### config.mk
export PLATFORM = sky130hd
export DESIGN_NAME = sgn_addsub_reg
export DESIGN_NICKNAME = d
export VERILOG_FILES = /design/src/rtl/sgn_addsub_pkg.sv /design/src/rtl/sgn_addsub_fa_cell.sv /design/src/rtl/sgn_addsub_ripple.sv /design/src/rtl/sgn_addsub_pipe_reg.sv /design/src/rtl/sgn_addsub_reg.sv
export SDC_FILE = /design/constraint.sdc
export NUM_CORES = 1
export LEC_CHECK = 0
export BUFFER_PORTS_ARGS = -buffer_cell sky130_fd_sc_hd__buf_2
export CAP_MARGIN = 20
export CORE_ASPECT_RATIO = 1.4
export CORE_UTILIZATION = 30
export CTS_BUF_LIST = sky130_fd_sc_hd__clkbuf_8
export DETAILED_ROUTE_END_ITERATION = 8
export SETUP_SLACK_MARGIN = 0.15
export SYNTH_ARGS = -nofsm -noshare
export SYNTH_HDL_FRONTEND = slang
export SYNTH_SLANG_ARGS = --single-unit
### constraint.sdc
create_clock -name clk -period 3.2 [get_ports clk]
set_input_delay 0.16 -clock clk [delete_from_list [all_inputs] [get_ports clk]]
set_output_delay 0.16 -clock clk [all_outputs]
set_load 0.05 [all_outputs]
### src/rtl/sgn_addsub_pkg.sv
package sgn_addsub_pkg;

   typedef enum logic {
      OP_ADD = 1'b0,
      OP_SUB = 1'b1
   } addsub_op_e;

   // Signed overflow from the operand signs and the result sign
   function automatic logic ovf_from_signs(input logic sa, input logic sb_eff,
                                           input logic sr);
      return (sa == sb_eff) && (sr != sa);
   endfunction

endpackage

### src/rtl/sgn_addsub_fa_cell.sv
module sgn_addsub_fa_cell (
   input  logic x,
   input  logic y,
   input  logic cin,
   output logic sum,
   output logic cout
);
   logic prop;

   assign prop = x ^ y;
   assign sum  = prop ^ cin;
   assign cout = (x & y) | (cin & prop);
endmodule

### src/rtl/sgn_addsub_ripple.sv
module sgn_addsub_ripple #(
   parameter int WIDTH = 8
) (
   input  logic [WIDTH-1:0] x,
   input  logic [WIDTH-1:0] y,
   input  logic             cin,
   output logic [WIDTH-1:0] sum,
   output logic             c_into_msb,
   output logic             c_out
);
   localparam int NCARRY = WIDTH + 1;

   logic [NCARRY-1:0] carry;

   assign carry[0] = cin;

   for (genvar i = 0; i < WIDTH; i++) begin : g_cell
      sgn_addsub_fa_cell u_fa (
         .x    (x[i]),
         .y    (y[i]),
         .cin  (carry[i]),
         .sum  (sum[i]),
         .cout (carry[i+1])
      );
   end

   assign c_into_msb = carry[WIDTH-1];
   assign c_out      = carry[WIDTH];
endmodule

### src/rtl/sgn_addsub_pipe_reg.sv
module sgn_addsub_pipe_reg #(
   parameter int WIDTH = 8
) (
   input  logic             clk,
   input  logic             rst_n,
   input  logic [WIDTH-1:0] d,
   output logic [WIDTH-1:0] q
);
   always_ff @(posedge clk or negedge rst_n) begin
      if (!rst_n) q <= '0;
      else        q <= d;
   end
endmodule

### src/rtl/sgn_addsub_reg.sv
module sgn_addsub_reg
   import sgn_addsub_pkg::*;
#(
   parameter int WIDTH         = 8,
   parameter bit OVF_CARRY_XOR = 1'b1
) (
   input  logic             clk,
   input  logic             rst_n,
   input  logic [WIDTH-1:0] a,
   input  logic [WIDTH-1:0] b,
   input  logic             sub,
   output logic [WIDTH-1:0] s,
   output logic             overflow
);
   localparam int IN_W  = 2 * WIDTH + 1;
   localparam int OUT_W = WIDTH + 1;
   localparam int MSB   = WIDTH - 1;

   initial begin
      assert (WIDTH >= 2)
         else $error("sgn_addsub_reg: WIDTH must be at least 2");
   end

   // operand stage: {mode, a, b}
   logic [IN_W-1:0] in_d, in_q;
   logic [WIDTH-1:0] a_q, b_q;
   addsub_op_e       op_q;

   assign in_d = {sub, a, b};

   sgn_addsub_pipe_reg #(.WIDTH(IN_W)) u_in_reg (
      .clk   (clk),
      .rst_n (rst_n),
      .d     (in_d),
      .q     (in_q)
   );

   assign op_q = addsub_op_e'(in_q[IN_W-1]);
   assign a_q  = in_q[2*WIDTH-1:WIDTH];
   assign b_q  = in_q[WIDTH-1:0];

   // conditional inversion of the second operand
   logic [WIDTH-1:0] b_eff;
   logic             mode_bit;

   assign mode_bit = (op_q == OP_SUB);
   assign b_eff    = b_q ^ {WIDTH{mode_bit}};

   logic [WIDTH-1:0] sum_c;
   logic             c_msb_in, c_msb_out;

   sgn_addsub_ripple #(.WIDTH(WIDTH)) u_chain (
      .x          (a_q),
      .y          (b_eff),
      .cin        (mode_bit),
      .sum        (sum_c),
      .c_into_msb (c_msb_in),
      .c_out      (c_msb_out)
   );

   logic ovf_c;

   if (OVF_CARRY_XOR) begin : g_ovf_carry
      assign ovf_c = c_msb_in ^ c_msb_out;
   end else begin : g_ovf_sign
      assign ovf_c = ovf_from_signs(a_q[MSB], b_eff[MSB], sum_c[MSB]);
   end

   // result stage: {overflow, sum}
   logic [OUT_W-1:0] out_q;

   sgn_addsub_pipe_reg #(.WIDTH(OUT_W)) u_out_reg (
      .clk   (clk),
      .rst_n (rst_n),
      .d     ({ovf_c, sum_c}),
      .q     (out_q)
   );

   assign s        = out_q[WIDTH-1:0];
   assign overflow = out_q[WIDTH];
endmodule

-- Word-level counts from Yosys, hierarchy flattened
Cells that the tools add are included.
- bitwise gates (word level): 42
- operators with widths (cell ; number):
    1-bit bitwise XOR ; 17
    1-bit AND ; 16
    1-bit bitwise OR ; 8
    8-bit bitwise XOR ; 1
- register bits after elaboration: 26
- input port bits: 19
- word-level logic and storage cells: 44
- output and inout bits: 9

-- Depth between registers and ports, before layout
- word-level depth: 19
- gate-level depth with buffers: 12
- depth with buffers taken out: 11

-- Hierarchy
A second synthesis with hierarchy kept.
- cell total of the unflattened synthesis: 44
- area total of the unflattened synthesis: 900.9 um^2
- modules (own cells, without submodules) (module ; area an instance (um^2) ; seq. area each (um^2) ; times used ; cells each):
    sgn_addsub_pipe_reg (u_in_reg) ; 425.4 ; 425.4 ; 1 ; 17
    sgn_addsub_pipe_reg (u_out_reg) ; 225.2 ; 225.2 ; 1 ; 9
    sgn_addsub_fa_cell ; 20.0 ; 0.0 ; 8 ; 1
    sgn_addsub_reg ; 90.1 ; 0.0 ; 1 ; 10

-- Least setup slack after synthesis
Ideal clock, no wire load.
- kind: reg2reg
- start point: register u_in_reg.q[16]
- end point: register u_out_reg.q[8]
- clock period less this slack: 3.507 ns
- path slack: -0.307 ns
- data arrival time: 3.380 ns
- cell stages (with the launch flop): 13
- cells stage by stage: dfrtp_1 -> buf_6 -> xnor2_1 -> fa_1 -> fa_1 -> fa_1 -> fa_1 -> inv_1 -> fa_1 -> inv_1 -> fa_1 -> fa_1 -> xor2_1
- cells in the longest elaborated chain, start to end: 19
- elaborated cells on any way between the ends: 34
- those cells by class: bitwise (34)
- RTL lines (item ; RTL line ; RTL):
    start: declaration ; sgn_addsub_pipe_reg.sv:7 ; output logic [WIDTH-1:0] q
    start signal: assignment ; sgn_addsub_pipe_reg.sv:10 ; if (!rst_n) q <= '0;
    start signal: assignment ; sgn_addsub_pipe_reg.sv:11 ; else q <= d;
    8-bit bitwise XOR ; sgn_addsub_reg.sv:47 ; assign b_eff = b_q ^ {WIDTH{mode_bit}};
    1-bit bitwise XOR ; sgn_addsub_fa_cell.sv:10 ; assign prop = x ^ y;
    1-bit AND ; sgn_addsub_fa_cell.sv:12 ; assign cout = (x & y) | (cin & prop);
    1-bit bitwise OR ; sgn_addsub_fa_cell.sv:12 ;
    1-bit AND ; sgn_addsub_fa_cell.sv:12 ;
    1-bit bitwise OR ; sgn_addsub_fa_cell.sv:12 ;
    1-bit AND ; sgn_addsub_fa_cell.sv:12 ;
    1-bit bitwise OR ; sgn_addsub_fa_cell.sv:12 ;
    [4 not listed] ; n/a ;
    1-bit AND ; sgn_addsub_fa_cell.sv:12 ;
    1-bit bitwise OR ; sgn_addsub_fa_cell.sv:12 ;
    1-bit AND ; sgn_addsub_fa_cell.sv:12 ;
    1-bit bitwise OR ; sgn_addsub_fa_cell.sv:12 ;
    1-bit AND ; sgn_addsub_fa_cell.sv:12 ;
    1-bit bitwise OR ; sgn_addsub_fa_cell.sv:12 ;
    1-bit bitwise XOR (*) ; sgn_addsub_reg.sv:64 ; assign ovf_c = c_msb_in ^ c_msb_out;
    net ovf_c ; sgn_addsub_reg.sv:61 ; logic ovf_c;
    end signal: assignment ; sgn_addsub_pipe_reg.sv:10 ;
    end signal: assignment ; sgn_addsub_pipe_reg.sv:11 ;
    end: declaration ; sgn_addsub_pipe_reg.sv:7 ;
The timed path passes the listed nets; every way through them passes the cells marked *.

-- Final worst setup path
- start point: register u_in_reg.q[16]
- end point: register u_out_reg.q[7]
- cells in the longest elaborated chain, start to end: 17
- elaborated cells on any way between the ends: 31
- those cells by class: bitwise (31)
- RTL lines (item ; RTL line ; RTL):
    8-bit bitwise XOR ; sgn_addsub_reg.sv:47 ;
    1-bit bitwise XOR ; sgn_addsub_fa_cell.sv:10 ;
    1-bit AND ; sgn_addsub_fa_cell.sv:12 ;
    1-bit bitwise OR ; sgn_addsub_fa_cell.sv:12 ;
    1-bit AND ; sgn_addsub_fa_cell.sv:12 ;
    1-bit bitwise OR ; sgn_addsub_fa_cell.sv:12 ;
    1-bit AND ; sgn_addsub_fa_cell.sv:12 ;
    1-bit bitwise OR ; sgn_addsub_fa_cell.sv:12 ;
    [2 not listed] ; n/a ;
    1-bit AND ; sgn_addsub_fa_cell.sv:12 ;
    1-bit bitwise OR ; sgn_addsub_fa_cell.sv:12 ;
    1-bit AND ; sgn_addsub_fa_cell.sv:12 ;
    1-bit bitwise OR ; sgn_addsub_fa_cell.sv:12 ;
    1-bit AND ; sgn_addsub_fa_cell.sv:12 ;
    1-bit bitwise OR ; sgn_addsub_fa_cell.sv:12 ;
    1-bit bitwise XOR (*) ; sgn_addsub_fa_cell.sv:11 ; assign sum = prop ^ cin;
    net u_chain.g_cell[7].u_fa.sum ; sgn_addsub_fa_cell.sv:5 ; output logic sum,
Marks and branches as above.

==> qor.txt <==
VDD IR-drop max - 0.343 mV
Die Area - 3400 um^2
count of routing violations after the opening detailed-route iteration - 10
core occupancy in the finished layout - 0.475
Final setup viols - 2
Setup Buffers After CTS - 0
number of sinks on the clock net - 26
P&R area growth vs syn - 46.6%
Floorplan Core Area - 2940 um^2
class of the most critical setup path - register to register
Post-Syn Area per Cell - 16.4 um^2
starting density of the core - 0.324
Max clock buf depth - 2
Worst Setup Start Kind - register
arrival time worst endpoint - 3.47 ns
clock transition at the register clock pins on the worst setup and hold paths after CTS - 0.08 ns
Yosys Warn Count - 0
fin crit period - 3.30 ns
WL per Instance - 9.99 um
post-placement worst setup slack - -0.119 ns
violated checks - setup timing
remaining max-slew budget at the tightest pin - 0.627
latest clock arrival within the worst-skew pair - 0.26 ns
HPWL after detailed placement - 1020 um
worst r2r path cells - 11
post-synthesis share of cell area spent on full adders, half adders and majority gates - 0.147
proportion of synthesized chip area in sequential cells - 0.684
Chip Width - 49.6 um
transition time at the pin with the least slew margin - 0.560 ns
number of buffers inserted during clock tree synthesis - 3
number of rows in the core area - 23
total routing resource utilization after global routing - 0.0972
routability-driven placement congestion ratio - 0.654
CP Data Required Time - 3.37 ns
first-pass GRT wire length - 2370 um
H-tree depth reported by CTS - 1
met3 Track Usage GR - 0.0307
busiest layer in global routing - met2
Lkg Pwr - 0.000680 uW
number of nets in the layout - 135
Post-Synth Simple-Gate Area - 0
cell area after synthesis - 951 um^2
TritonCTS clock tree - done
Overflow after GRT - 0
vertical die dimension - 68.6 um
count of inserted antenna diode cells - 0
final worst setup slack - -0.102 ns
via count of the routed design - 558
number of max-cap violations - 0
via count of the first global-routing pass - 597
met1 capacity usage during global routing - 0.0986
GR Util met2 - 0.177
worst clock skew - 0.00363 ns
synth unique cells - 8
share of post-route cells with drive strength above 1 - 0.389
total detailed-routing wirelength - 1450 um
flop and latch count out of synthesis - 26
synthesized-area fraction occupied by xor and xnor cells - 0.0908
final number of hold-violating endpoints - 0
upper clock frequency limit - 0.303 GHz
Avg Vias per Cell - 3.85
antenna violations before repair - 0
final antenna-violating net count - 0
complex-gate fraction of the synthesized area - 0
capturing element type of the critical path - register
Residual DRC - 0
root cell of the clock tree - clkbuf_8
Pre-Repair DR Iteration Count - 3
pin count of the biggest net entering global routing - 27
run status - complete, but fails checks
combinational family with the most area after synthesis - adder cells
number of max-slew violations in the final report - 0
path class of the lowest-slack min-delay path - input port to asynchronous set/reset pin
post-route clock period utilization - 1.03
leading cell type in the layout, fill and taps excluded - buf_2
top-level port count - 28
count of cells resized by post-cts repair - 0
multiplexer fraction of the synthesized cell area - 0.0105
nets in the synthesized netlist - 84
Gate Count Post-Synth - 58
Worst Path Max Fanout - 3
port bufs - 27
power density cells - 592 nW/um^2
most frequent cells in the layout - 27 x buf_2, 26 x dfrtp_1, 18 x dlygate4sd3_1
setup repair after global routing missed its margin - true
## worst paths after layout
check	start	endpoint	slack (ns)
worst min-delay path	rst_n	u_in_reg.q[6]	0.40
min in group clk	u_in_reg.q[8]	u_out_reg.q[0]	0.47
worst max register to register	u_in_reg.q[16]	u_out_reg.q[7]	-0.10
max in group asynchronous	rst_n	u_out_reg.q[5]	2.43
worst min register to register	u_in_reg.q[8]	u_out_reg.q[0]	0.47
worst max-delay path	u_in_reg.q[16]	u_out_reg.q[7]	-0.10
## critical path, stage by stage (launching register included)
cell and delay (ns):
dfrtp_1 0.43, xnor2_2 0.16, fa_2 0.37, fa_2 0.34, fa_2 0.35, fa_2 0.35, inv_2 0.06, fa_1 0.16
inv_1 0.05, fa_2 0.36, fa_2 0.53, inv_1 0.03
## final cells by class
type	count	area (um^2)
multi-input combinational	17	259
timing repair buffer	47	330
inverter	14	52.6
tap	37	46.3
clock buffer	4	55.1
sequential	26	651
fill	280	1540
## flip-flops by register name, summed over array words and instances (netlist names)
| name | count |
|---|---|
| u_in_reg.q | 17 |
| u_out_reg.q | 9 |
## power breakdown
group,internal (uW),switching (uW)
registers,369,12.7
clock network,110,95.5
logic,74.7,164
## through the flow
| step | area (um^2) | hold slack (ns) | total power, uW | instances | TNS (ns) |
|---|---|---|---|---|---|
| 6_report | 1390 | 0.401 | 826 | 145 | -0.174 |
| 5_1_grt | 1390 | 0.460 | 869 | 145 | -0.363 |
| 4_1_cts | 1360 | 0.000115 | 836 | 142 | -0.242 |
| 3_5_place_dp | 1160 | 0.187 | 615 | 123 | -0.209 |
| 3_3_place_gp | 1160 | 0.172 | 607 | 123 | -0.0452 |
| 2_1_floorplan | 973 | -0.136 | 551 | 58 | -0.108 |
## routing by layer
| layer | share of wire | wire (um) |
|---|---|---|
| met1 | 0.36 | 516 |
| met5 | 0 | 0 |
| met2 | 0.58 | 840 |
| met3 | 0.049 | 71 |
| met4 | 0.013 | 19 |
## cell usage after synthesis
cell type | count | area (um^2)
buf_6 | 1 | 11.3
xor2_2 | 1 | 16.3
inv_1 | 14 | 52.6
xor2_1 | 2 | 17.5
fa_1 | 7 | 140
xnor2_1 | 6 | 52.6
dfrtp_1 | 26 | 651
mux2i_1 | 1 | 10.0
## kinds of logic (layout without fill, tap and decap cells)
family / after synthesis / in the layout
adders and majority gates: 7 / 7
xor gates and xnor gates: 9 / 9
DFF: 26 / 26
buffers and inverters: 15 / 65
muxes: 1 / 1
## timing repair
action                                 in CTS  in global routing
setup endpoints to repair                   2                  2
hold buffers                               15                  3
pin swaps                                   0                  0
endpoints found under the hold margin      40                  3
No activity file was read; power rests on OpenSTA's default activity.
